==> config.mk <==
export PLATFORM = sky130hd
export DESIGN_NAME = cfg_restart_seq
export DESIGN_NICKNAME = d
export VERILOG_FILES = /design/src/rtl/cfg_restart_pkg.sv /design/src/rtl/cfg_slot_map.sv /design/src/rtl/cfg_byte_mirror.sv /design/src/rtl/cfg_restart_seq.sv
export SDC_FILE = /design/constraint.sdc
export NUM_CORES = 1
export LEC_CHECK = 0
export ABC_AREA = 1
export ABC_CLOCK_PERIOD_IN_PS = 1250
export BUFFER_PORTS_ARGS = -buffer_cell sky130_fd_sc_hd__buf_4
export CAP_MARGIN = 30
export CORE_UTILIZATION = 45
export CTS_BUF_LIST = sky130_fd_sc_hd__clkbuf_8
export CTS_CLUSTER_DIAMETER = 80
export DETAILED_ROUTE_END_ITERATION = 10
export GPL_ROUTABILITY_DRIVEN = 0
export PLACE_DENSITY = 0.73
export REMOVE_ABC_BUFFERS = 1
export SLEW_MARGIN = 20
export SYNTH_ARGS = -nofsm -noshare
export SYNTH_HDL_FRONTEND = slang
export SYNTH_SLANG_ARGS = --single-unit
==> constraint.sdc <==
create_clock -name clk -period 1.25 [get_ports clk]
set_input_delay 0.1875 -clock clk [delete_from_list [all_inputs] [get_ports clk]]
set_output_delay 0.1875 -clock clk [all_outputs]
set_load 0.02 [all_outputs]
==> src/rtl/cfg_restart_pkg.sv <==
package cfg_restart_pkg;

    typedef enum logic [3:0] {
        ST_IDLE    = 4'd0,
        ST_DUMMY   = 4'd1,
        ST_SYNC    = 4'd2,
        ST_NOP_A   = 4'd3,
        ST_HDR_WB  = 4'd4,
        ST_ADDR    = 4'd5,
        ST_HDR_CMD = 4'd6,
        ST_RESTART = 4'd7,
        ST_NOP_B   = 4'd8
    } seq_state_e;

    localparam int unsigned WORD_W = 32;

    localparam logic [WORD_W-1:0] W_DUMMY   = 32'hFFFF_FFFF;
    localparam logic [WORD_W-1:0] W_SYNC    = 32'hAA99_5566;
    localparam logic [WORD_W-1:0] W_NOP     = 32'h2000_0000;
    localparam logic [WORD_W-1:0] W_HDR_WB  = 32'h3002_0001;
    localparam logic [WORD_W-1:0] W_HDR_CMD = 32'h3000_8001;
    localparam logic [WORD_W-1:0] W_RESTART = 32'h0000_000F;

    typedef struct packed {
        seq_state_e        st;
        logic [WORD_W-1:0] addr;
        logic [WORD_W-1:0] host;
        logic              host_vld;
        logic [WORD_W-1:0] word;
        logic              strb_n;
        logic              done;
    } seq_regs_t;

endpackage

==> src/rtl/cfg_slot_map.sv <==
module cfg_slot_map #(
    parameter int unsigned        SEL_W  = 2,
    parameter int unsigned        ADDR_W = 32,
    parameter logic [ADDR_W-1:0]  SLOT0  = 32'h0000_0000,
    parameter logic [ADDR_W-1:0]  SLOT1  = 32'h0080_0000,
    parameter logic [ADDR_W-1:0]  SLOT2  = 32'h0100_0000,
    parameter logic [ADDR_W-1:0]  SLOT3  = 32'h0180_0000
) (
    input  logic [SEL_W-1:0]  sel,
    output logic [ADDR_W-1:0] addr
);
    always_comb begin
        unique case (sel)
            2'd0:    addr = SLOT0;
            2'd1:    addr = SLOT1;
            2'd2:    addr = SLOT2;
            default: addr = SLOT3;
        endcase
    end
endmodule

==> src/rtl/cfg_byte_mirror.sv <==
module cfg_byte_mirror #(
    parameter int unsigned BYTES = 4,
    localparam int unsigned W    = BYTES * 8
) (
    input  logic [W-1:0] din,
    output logic [W-1:0] dout
);
    for (genvar b = 0; b < BYTES; b++) begin : g_byte
        for (genvar i = 0; i < 8; i++) begin : g_bit
            assign dout[8*b + i] = din[8*b + 7 - i];
        end
    end
endmodule

==> src/rtl/cfg_restart_seq.sv <==
module cfg_restart_seq
    import cfg_restart_pkg::*;
#(
    parameter logic [31:0] SLOT0 = 32'h0000_0000,
    parameter logic [31:0] SLOT1 = 32'h0080_0000,
    parameter logic [31:0] SLOT2 = 32'h0100_0000,
    parameter logic [31:0] SLOT3 = 32'h0180_0000
) (
    input  logic        clk,
    input  logic        rst,
    input  logic [1:0]  sel_i,
    input  logic        start_i,
    input  logic        addr_wr_i,
    input  logic [31:0] addr_wdata_i,
    output logic [31:0] cap_data_o,
    output logic        cap_csn_o,
    output logic        cap_wrn_o,
    output logic        busy_o,
    output logic        done_o
);
    seq_regs_t    q, d;
    logic [31:0]  slot_addr;

    cfg_slot_map #(
        .SEL_W (2), .ADDR_W(32),
        .SLOT0 (SLOT0), .SLOT1(SLOT1), .SLOT2(SLOT2), .SLOT3(SLOT3)
    ) u_map (
        .sel  (sel_i),
        .addr (slot_addr)
    );

    cfg_byte_mirror #(.BYTES(4)) u_mirror (
        .din  (q.word),
        .dout (cap_data_o)
    );

    always_comb begin
        d      = q;
        d.done = 1'b0;
        unique case (q.st)
            ST_IDLE: begin
                if (start_i) begin
                    d.st       = ST_DUMMY;
                    d.addr     = q.host_vld ? q.host : slot_addr;
                    d.host_vld = 1'b0;
                end
            end
            ST_DUMMY:   d.st = ST_SYNC;
            ST_SYNC:    d.st = ST_NOP_A;
            ST_NOP_A:   d.st = ST_HDR_WB;
            ST_HDR_WB:  d.st = ST_ADDR;
            ST_ADDR:    d.st = ST_HDR_CMD;
            ST_HDR_CMD: d.st = ST_RESTART;
            ST_RESTART: d.st = ST_NOP_B;
            ST_NOP_B: begin
                d.st   = ST_IDLE;
                d.done = 1'b1;
            end
            default:    d.st = ST_IDLE;
        endcase

        // host write applies after start so a same-cycle write stays pending
        if (addr_wr_i) begin
            d.host     = addr_wdata_i;
            d.host_vld = 1'b1;
        end

        unique case (d.st)
            ST_DUMMY:   d.word = W_DUMMY;
            ST_SYNC:    d.word = W_SYNC;
            ST_NOP_A:   d.word = W_NOP;
            ST_HDR_WB:  d.word = W_HDR_WB;
            ST_ADDR:    d.word = d.addr;
            ST_HDR_CMD: d.word = W_HDR_CMD;
            ST_RESTART: d.word = W_RESTART;
            ST_NOP_B:   d.word = W_NOP;
            default:    d.word = '0;
        endcase
        d.strb_n = (d.st == ST_IDLE);
    end

    always_ff @(posedge clk) begin
        if (rst) begin
            q.st       <= ST_IDLE;
            q.addr     <= '0;
            q.host     <= '0;
            q.host_vld <= 1'b0;
            q.word     <= '0;
            q.strb_n   <= 1'b1;
            q.done     <= 1'b0;
        end else begin
            q <= d;
        end
    end

    assign cap_csn_o = q.strb_n;
    assign cap_wrn_o = q.strb_n;
    assign busy_o    = (q.st != ST_IDLE);
    assign done_o    = q.done;
endmodule

* After elaboration in Yosys (flattened, before gate mapping)
Cells that the tools add are included.
** Storage, ports and cells
- Memories :: 0
- Bits of input ports :: 38
- Register bits after elaboration :: 103
- Memory bits (read-only) :: 0
- Word-level logic and storage cells :: 43
- Bits in writable memories :: 0
- Output and inout bits :: 36
- Bits in latches :: 0
** Cells by class
- Divide/modulo/power cells :: 0
- Eq/ne operators :: 18
- Multiply operators :: 0
- Bitwise gates (word level) :: 0
- Reductions and logical operators :: 8
- Multiplexer cells :: 10
- Add/sub/neg operators :: 0
- Shifts and indexed selects :: 0
- Order comparisons :: 0
** Operators by type and width (count)
- $pmux W32 S7 :: 1
- $pmux W25 S3 :: 1
- $mux W32 :: 2
- $mux W36 :: 1
- $eq A4 B3 Y1 const B :: 8
- $pmux W4 S8 :: 1
- $eq A4 B2 Y1 const B :: 4
- $eq A4 B1 Y1 const B :: 2
- $eq A4 B4 Y1 const B :: 2
- $logic_not A4 Y1 :: 2
- $mux W1 :: 4
- $reduce_bool A2 Y1 :: 2
- $reduce_bool A4 Y1 :: 1
- $eq A2 B1 Y1 const B :: 1
- $eq A2 B2 Y1 const B :: 1
- $logic_not A2 Y1 :: 1
- $reduce_and A2 Y1 :: 1
- $reduce_or A2 Y1 :: 1

* Longest topological paths before layout
- Depth in word-level cells :: 8
- Depth in mapped cells :: 7
- Mapped depth without buffers :: 7

* Modules after synthesis
Synthesis repeated with hierarchy kept, for this count alone.
** Unflattened totals
- Cells, all modules :: 612
- Area, all modules :: 4595.7 um^2
** By module, submodules not included
- cfg_restart_seq :: instances 1, cells an instance 547, area each 4119.0 um^2, seq. area each 2062.0 um^2
- cfg_byte_mirror :: instances 1, cells an instance 32, area each 240.2 um^2, seq. area each 0.0 um^2
- cfg_slot_map :: instances 1, cells an instance 33, area each 236.5 um^2, seq. area each 0.0 um^2

* Least setup slack after synthesis
OpenSTA, ideal clock, no wires.
- Kind :: reg2reg
- Start point :: register q[102] in the netlist's numbering
- End point :: register q[79] in the netlist's numbering
- Slack :: 0.051 ns
- Path buffers :: 1
- Period minus slack after synthesis :: 1.199 ns
- Library setup time :: 0.128 ns
- Arrival :: 1.072 ns
- Stages on the path, launching flop included :: 8
- Required time :: 1.122 ns
- Cell sequence :: dfxtp_1 nor2_2 nand3_2 inv_2 buf_6 o21ai_1 o21ai_1 nor2_1
** Between the ends
- Longest elaborated chain between the ends :: 2
** Ends and longest elaborated chain
- from (decl) :: RTL line cfg_restart_seq.sv:21 : seq_regs_t q, d;
- $logic_not A4 Y1 :: RTL line cfg_restart_seq.sv:40 : unique case (q.st)
- $mux W32 :: RTL line cfg_restart_seq.sv:40
No other way between the ends.
A chain may end at the register's enable or synchronous reset.

* Worst setup path in the final report
- Start point :: register q[102] in the netlist's numbering
- End point :: register q[94] in the netlist's numbering
The elaborated chain is that of the path after synthesis.

==> impl_results.md <==
* Syn Area/Cell at 7.725 um^2
* Initial core utilization at 0.4752
* # IOs at 74
* Inst Count DP at 683
* Routed WL at 10890 um
* Crit path capture type: register
* Synthesized instance count at 547
* Area of the multi-input gates at 0.001803 mm^2
* Critical-path cell list: nor2_4 > buf_6 > nand3_4 > clkinv_4 > buf_6 > clkbuf_16 > o21ai_4 > nor2_1
* DR vias/cell at 5.194
* Synthesized area at 0.004225 mm^2
* Top-count cell post-synth: dfxtp_1
* WL met3 at 538 um
* Async SR Flop Fraction at 0
* Clock root buffer: clkbuf_8
* Primary FF master, synth: dfxtp_1
* CTS tree: done
* Number of synthesized flops with an enable pin at 0
* Max transition margin at 0.7246
* Post-detailed-route wirelength per cell at 15.06 um
* ANT cells at 0
* Most used cell, CP: buf_6
* Vias in the first global route at 3316
* PD cells at 1517 mW/mm^2
* Layout cell share with drive strength beyond 1 at 0.3593
* Initial antenna violation count at 0
* Worst vdd ir at 0.0007608 V
* Largest net degree at the start of global routing at 40
* Leading area contributor after synthesis: dfxtp_1
* Fillers at 703
* Detailed router's first-iteration violation count at 253
* Nets at 649
* HPWL after DPL at 6174 um
* Pleak at 0.002533 uW
* Area after DPL at 0.004722 mm^2
* Register area at 0.002078 mm^2
* Crit path time final at 1.421 ns
* Reg clk slew, reported paths at 0.10 ns
* Status: finished with violations
* Area share of the largest cell type after synthesis at 0.4880
* Slowest-stage cell, CP: dfxtp_4
* Max Clock Freq at 703.8 MHz
* Post-DRT Antenna Nets at 0
* CP Max Fanout at 6
* Distinct cell type count after synthesis at 28
* Min-Delay Path Class: in -> reg
* Max-cap violations at 0
* Final WS setup at -0.1708 ns
* Num CTS Buffers at 9
* Actual slew at the worst max-slew pin at 0.4131 ns
* Seq/Total Area, Yosys at 0.4880
* Clk_skew at 0.01067 ns
* Via Count at 3755
* Failing checks: setup timing
* Die height at 98.90 um
* Max-slew violation count at 0
* First-pass detailed-route iteration total at 6
* Layout area overhead at 34.26%
* Top cells by area, synth: dfxtp_1 49%, nor2_1 6.9%, o21ai_0 6.4%, buf_4 6.2%, inv_1 4.9%
* First-pass GRT wire length at 15460 um
* CORE AREA at 0.008891 mm^2
* Design area at 0.005673 mm^2
* Buffers added on ports at 73
* Final TNS setup at -4.439 ns
* Setup crit start kind: register
* Clk_lat worst skew at 0.37 ns
* Util after Layout at 0.6381
* Yosys reg bits at 103
* Critical Path RT at 1.55 ns
* Crit Path Class: reg -> reg
* Final hold violation count at 0
* Final setup viols at 57
* Met1 WL at 4793 um
* Horiz. Die Dim at 98.90 um
* Data arrival, critical path at 1.72 ns
* Fin cells at 723
* Row count at 34
* Global route total overflow at 0
* Post-synth top cells: 103 x dfxtp_1, 78 x nor2_1, 55 x inv_1, 55 x nand2_1, 54 x o21ai_0
* Drt drc at 0
* Met2 WL at 5318 um
* YS warnings at 0
* RSZ-0062 raised after global routing: yes
* H-Tree Depth at 3
* Tcrit/Tclk final at 1.137
* TritonCTS Sinks at 103
* Gr usage total at 0.1971
* DR top layer: met4
* Total power at 8605 uW
* Max Buffers Root-to-Sink at 2
* Die area at 0.009781 mm^2
* Max incr delay on CP at 0.37 ns
## cell type report
type,instances,area share
Timing Repair Buffer,123,0.2082
Clock buffer,9,0.02184
Multi-Input combinational cell,314,0.3178
Clock inverter,6,0.01941
Inverter,60,0.04257
Sequential cell,103,0.3663
Tap cell,108,0.02382
## metal layers
| metal | GRT usage | vias to the layer above |
|---|---|---|
| met5 | 0 | - |
| met3 | 0.03050 | 28 |
| li1 | - | 1860 |
| met2 | 0.3265 | 135 |
| met1 | 0.2538 | 1732 |
| met4 | 0.08840 | 0 |
## state kept, by name (all words and copies together), names as in the netlist
signal,flops
done_o,1
cap_csn_o,1
q,101
## cell usage in the layout (no fill, tap or decap), drive strengths merged
cell type,n
a211oi,1
a21oi,47
a31oi,2
and3,1
buf,118
bufinv,3
clkbuf,14
clkinv,3
clkinvlp,2
dfxtp,103
inv,58
nand2,58
nand3,19
nand4,20
nor2,81
nor3,1
nor4,1
o211ai,1
o21ai,81
o22ai,1
## through the flow
stage               hold slack (ns)  worst slack [ns]
global route                0.04301           -0.1954
CTS                         0.04701          -0.08669
global placement             0.4121          -0.02088
finish                      0.02998           -0.1708
detailed placement           0.4193          -0.04927
floorplan                    0.2499           -0.9189
## cell families (layout without fill, tap and decap cells)
| group | after synthesis | count (layout) | synth area share |
|---|---|---|---|
| and+or+nand+nor | 181 | 181 | 0.1857 |
| DFF | 103 | 103 | 0.4880 |
| AOI/OAI and AO/OA | 133 | 133 | 0.1697 |
| buffers and inverters | 130 | 198 | 0.1566 |
## where the power goes
group	total, uW	switching [uW]	internal [uW]
sequential	3770	152	3620
combinational	2380	1280	1100
clock	2460	1140	1320
total	8610	2570	6040
## critical path, delay by kind of cell (launching register included)
family,cells,cell delay (ns)
and+or+nand+nor,3,0.41
buffers and inverters,4,0.51
DFF,1,0.37
AOI/OAI and AO/OA,1,0.05
## final timing paths
kind,startpoint,end,slack (ns),depth (start not counted)
max,q[102],q[94],-0.17,8
min,addr_wdata_i[11],q[46],0.03,3
max reg2reg,q[102],q[94],-0.17,8
min reg2reg,q[74],q[74],0.47,2
## timing repair
action / in CTS / in global routing
buffers inserted: 8 / 7
setup endpoints to repair: 28 / 64
pin swaps: 5 / 9
resized for setup: 33 / 93
cloned: 2 / 9
hold buffers: 0 / 0
Note: power is estimated with default switching activity, not from simulation.
